==> src/rtl/chmode_pkg.sv <==
package chmode_pkg;

    localparam int DATA_W = 8;

    typedef enum logic [1:0] {
        CM_NORMAL = 2'd0,
        CM_ECHO   = 2'd1,
        CM_LOCAL  = 2'd2,
        CM_REMOTE = 2'd3
    } cm_mode_e;

    typedef struct packed {
        logic line_rx;
        logic line_tx;
        logic host_rx;
        logic host_tx;
    } cm_route_t;

    function automatic cm_route_t cm_route(cm_mode_e m, logic brk);
        cm_route_t r;
        r.line_rx = (m == CM_NORMAL) || (m == CM_ECHO);
        r.line_tx = ((m == CM_ECHO) || (m == CM_REMOTE)) && !brk;
        r.host_rx = (m == CM_LOCAL);
        r.host_tx = (m == CM_NORMAL);
        return r;
    endfunction

endpackage

==> src/rtl/chmode_mode_hold.sv <==
module chmode_mode_hold
    import chmode_pkg::*;
(
    input  logic     clk,
    input  logic     rst,
    input  logic     busy,
    input  logic [1:0] mode_req,
    output cm_mode_e mode_q
);
    always_ff @(posedge clk) begin
        if (rst) begin
            mode_q <= CM_NORMAL;
        end else if (!busy) begin
            mode_q <= cm_mode_e'(mode_req);
        end
    end
endmodule

==> src/rtl/chmode_route_dec.sv <==
module chmode_route_dec
    import chmode_pkg::*;
(
    input  cm_mode_e  mode,
    input  logic      brk,
    output cm_route_t route
);
    always_comb begin
        route = cm_route(mode, brk);
    end
endmodule

==> src/rtl/chmode_steer.sv <==
module chmode_steer
    import chmode_pkg::*;
#(
    parameter int W = DATA_W
) (
    input  cm_route_t     route,
    input  logic          lv,
    input  logic [W-1:0]  ld,
    input  logic          lbrk,
    output logic          lr,
    input  logic          hv,
    input  logic [W-1:0]  hd,
    output logic          hr,
    output logic          rv,
    output logic [W-1:0]  rd,
    input  logic          rr,
    output logic          tv,
    output logic [W-1:0]  td,
    input  logic          tr
);
    localparam logic [W-1:0] BREAK_BYTE = '0;

    logic [W-1:0] line_byte;
    logic rx_ok, tx_ok;

    always_comb begin
        line_byte = lbrk ? BREAK_BYTE : ld;
        rx_ok = !route.line_rx || rr;
        tx_ok = !route.line_tx || tr;
        lr = rx_ok && tx_ok;
        hr = (!route.host_rx || rr) && (!route.host_tx || tr);
        rv = (lv && route.line_rx && tx_ok) || (hv && route.host_rx);
        tv = (lv && route.line_tx && rx_ok) || (hv && route.host_tx);
        rd = route.host_rx ? hd : line_byte;
        td = route.host_tx ? hd : ld;
    end
endmodule

==> src/rtl/chmode_router.sv <==
module chmode_router
    import chmode_pkg::*;
(
    input  logic              clk,
    input  logic              rst,
    input  logic [1:0]        mode_i,
    input  logic              line_valid_i,
    input  logic [DATA_W-1:0] line_data_i,
    input  logic              line_break_i,
    output logic              line_ready_o,
    input  logic              host_valid_i,
    input  logic [DATA_W-1:0] host_data_i,
    output logic              host_ready_o,
    output logic              rxf_valid_o,
    output logic [DATA_W-1:0] rxf_data_o,
    input  logic              rxf_ready_i,
    output logic              tx_valid_o,
    output logic [DATA_W-1:0] tx_data_o,
    input  logic              tx_ready_i
);
    cm_mode_e  mode_q;
    cm_route_t route;
    logic      busy;

    always_comb begin
        busy = (line_valid_i && !line_ready_o) || (host_valid_i && !host_ready_o);
    end

    chmode_mode_hold u_hold (
        .clk      (clk),
        .rst      (rst),
        .busy     (busy),
        .mode_req (mode_i),
        .mode_q   (mode_q)
    );

    chmode_route_dec u_dec (
        .mode  (mode_q),
        .brk   (line_break_i),
        .route (route)
    );

    chmode_steer #(.W(DATA_W)) u_steer (
        .route (route),
        .lv    (line_valid_i),
        .ld    (line_data_i),
        .lbrk  (line_break_i),
        .lr    (line_ready_o),
        .hv    (host_valid_i),
        .hd    (host_data_i),
        .hr    (host_ready_o),
        .rv    (rxf_valid_o),
        .rd    (rxf_data_o),
        .rr    (rxf_ready_i),
        .tv    (tx_valid_o),
        .td    (tx_data_o),
        .tr    (tx_ready_i)
    );
endmodule

==> config.mk <==
export PLATFORM = sky130hd
export DESIGN_NAME = chmode_router
export DESIGN_NICKNAME = d
export VERILOG_FILES = /design/src/rtl/chmode_pkg.sv /design/src/rtl/chmode_mode_hold.sv /design/src/rtl/chmode_route_dec.sv /design/src/rtl/chmode_steer.sv /design/src/rtl/chmode_router.sv
export SDC_FILE = /design/constraint.sdc
export NUM_CORES = 1
export LEC_CHECK = 0
export BUFFER_PORTS_ARGS = -buffer_cell sky130_fd_sc_hd__buf_4
export CAP_MARGIN = 20
export CORE_UTILIZATION = 30
export DETAILED_ROUTE_END_ITERATION = 10
export PLACE_DENSITY = 0.74
export SLEW_MARGIN = 10
export SYNTH_ARGS = -nofsm -noshare
export SYNTH_HDL_FRONTEND = slang
export SYNTH_SLANG_ARGS = --single-unit
==> constraint.sdc <==
create_clock -name clk -period 2.1 [get_ports clk]
set_clock_uncertainty 0.1 [all_clocks]
set_input_delay 0 -clock clk [delete_from_list [all_inputs] [get_ports clk]]
set_output_delay 0 -clock clk [all_outputs]
set_load 0.005 [all_outputs]
==> impl_metrics.json <==
{
  "relSlewSlack": 0.637,
  "r2r_cells": 5,
  "synthCells": 58,
  "final_common_cell": "buf_4",
  "cts-root-buf": "clkbuf_4",
  "cp-start-kind": "register",
  "p_per_area_nw_per_um2": 425,
  "regMostFlops": "u_hold.mode_q",
  "ios": 45,
  "crit_fanout": 8,
  "ys.warnings.count": 0,
  "die-area_sq_um": 1470,
  "fmax_ghz": 0.522,
  "holdPathStages": 3,
  "min_path_type": "in2reg",
  "synth.distinct_cells": 17,
  "rr_endpoint": "u_hold.mode_q[1]$_SDFFE_PP0N_",
  "wl_mm": 1.37,
  "ant_nets": 0,
  "hpwlAfterDp_mm": 1.01,
  "drc": 0,
  "min_from": "rst",
  "cap_violations": 0,
  "yosysSeqAreaShare": 0.101,
  "status": "complete, no violations",
  "dpl_cell_area_sq_um": 729,
  "r2r-start": "u_hold.mode_q[1]$_SDFFE_PP0N_",
  "syn-mean-instance-area_sq_um": 6.84,
  "ys_ff_latch": 2,
  "gr-total-overflow": 0,
  "synth_area_sq_um": 397,
  "grt_pass1_vias": 545,
  "cts_tree": "done",
  "nets": 134,
  "syn-num-nets": 83,
  "gp_congestion": 0.748,
  "top_regs": "u_hold.mode_q x2",
  "grtUsageTotal": 0.195,
  "grt_pass1_wl_mm": 2.04,
  "critPathRequiredTime_ns": 2.17,
  "die_h_um": 38.4,
  "htree_levels": 1,
  "path_class": "reg2reg",
  "routedWlPerCell_um": 11.4,
  "drt_iter0_drc": 2,
  "finalSetupViolCount": 0,
  "fin_hold_ws_ns": 0.0280,
  "cts.path.max_buffers": 2,
  "hold_viol": 0,
  "clk_pin_slew_ns": 0.04,
  "ir_drop_uv": 387,
  "p_leak_nw": 0.423,
  "antenna_cells": 0,
  "cp.arrival_ns": 1.98,
  "fin_crit_ns": 1.92,
  "fin_cells": 121,
  "setup_tns_ns": 0,
  "via_per_inst": 4.83,
  "port_buffers": 44,
  "vias": 585,
  "num_rows": 12,
  "r2r_slack_ns": 0.18,
  "core_sq_um": 1170,
  "dieWidth_um": 38.4,
  "grt_max_degree": 11,
  "min_to": "u_hold.mode_q[0]$_SDFFE_PP0N_",
  "final_cell_mix": "44 x buf_4, 21 x nand2_1, 8 x nand3b_1, 8 x mux2_2",
  "place_inst": 114,
  "antenna_found_initial": 0,
  "firstDrtPassIters": 4,
  "clock_sinks": 2,
  "design_area_sq_um": 793,
  "cts_made_buffers": 3,
  "tightest_slew_ns": 0.543,
  "rsz0062_at_grt": "false",
  "start_util": 0.339,
  "drv_slew": 0,
  "drive_above_1_share": 0.542,
  "cp-end-kind": "register",
  "area_growth_pct": 100,
  "clock_latency_ns": 0.23,
  "finalPower_w": 0.000337,
  "fin_crit_sh": 0.912,
  "largest_register_ffs": 2
}
[metal layers]
layer | GRT usage | wire length (um) | share of wire
met1 | 0.167 | 523 | 0.38
met2 | 0.419 | 645 | 0.47
met4 | 0.0517 | 0 | 0
met3 | 0.0523 | 205 | 0.15
met5 | 0 | 0 | 0
[worst max-delay path, cell delays in order, from the launching register on]
cell	delay (ns)
dfxtp_2	0.41
nor2_1	0.08
a21oi_1	0.26
o22a_2	0.22
mux2i_1	0.22
dlygate4sd3_1	0.56
[kinds of logic (layout without fill, tap and decap cells)]
logic type,count (synthesis),count (layout),share of synthesized area
AO/OA/AOI/OAI,5,5,0.104
buffers and inverters,6,55,0.0757
flip-flops,2,2,0.101
multiplexers,11,11,0.303
AND/OR/NAND/NOR,34,34,0.416
[synthesized netlist by cell type]
master | count | area share
a31o_1 | 1 | 0.022
mux2i_1 | 3 | 0.076
inv_1 | 4 | 0.038
nor4_1 | 1 | 0.016
o41ai_1 | 1 | 0.022
a21oi_1 | 1 | 0.013
nand2_1 | 21 | 0.20
nor2_1 | 2 | 0.019
buf_6 | 1 | 0.028
dfxtp_1 | 2 | 0.10
o32ai_1 | 1 | 0.022
nor2_2 | 1 | 0.016
nor2b_1 | 1 | 0.016
mux2_2 | 8 | 0.23
o22a_2 | 1 | 0.025
nand3b_1 | 8 | 0.15
clkbuf_1 | 1 | 0.0095
[how the worst max path moves through the flow]
stage / from / end / cells past startpoint
floorplan: u_hold.mode_q[1]$_SDFFE_PP0N_ / u_hold.mode_q[0]$_SDFFE_PP0N_ / 5
global placement: u_hold.mode_q[1]$_SDFFE_PP0N_ / tx_data_o[6] / 3
detailed placement: u_hold.mode_q[1]$_SDFFE_PP0N_ / u_hold.mode_q[0]$_SDFFE_PP0N_ / 4
CTS: u_hold.mode_q[1]$_SDFFE_PP0N_ / u_hold.mode_q[1]$_SDFFE_PP0N_ / 5
global route: u_hold.mode_q[1]$_SDFFE_PP0N_ / u_hold.mode_q[1]$_SDFFE_PP0N_ / 5
finish: u_hold.mode_q[1]$_SDFFE_PP0N_ / u_hold.mode_q[1]$_SDFFE_PP0N_ / 5
[area by class of cell]
cell class / instances / area, sq um
Clock buffer: 3 / 22.5
Fill cell: 110 / 378
Inverter: 4 / 15.0
Multi-Input combinational cell: 50 / 327
Sequential cell: 2 / 41.3
Tap cell: 14 / 17.5
Timing Repair Buffer: 48 / 370
[through the flow]
stage	worst slack, ns	util
after CTS	0.163	0.676
after detailed placement	0.679	0.623
after global placement	0.711	0.623
final	0.185	0.677
after global routing	0.0718	0.677
after floorplan	0.791	-
[repair_timing]
item | 4_1_cts | 5_1_grt
setup endpoints to repair | 0 | 1
buffers inserted | 0 | 0
hold buffers | 4 | 0
endpoints found under the hold margin | 2 | 0
gates resized for setup | 0 | 1
[power by group]
part,total (W),leakage [nW],switching (W),internal (W)
combinational,0.000200,0.392,0.0000755,0.000125
clock,0.0000889,0.0138,0.0000255,0.0000634
sequential,0.0000482,0.0169,0.00000631,0.0000419
No activity file was read; power rests on OpenSTA's default activity.
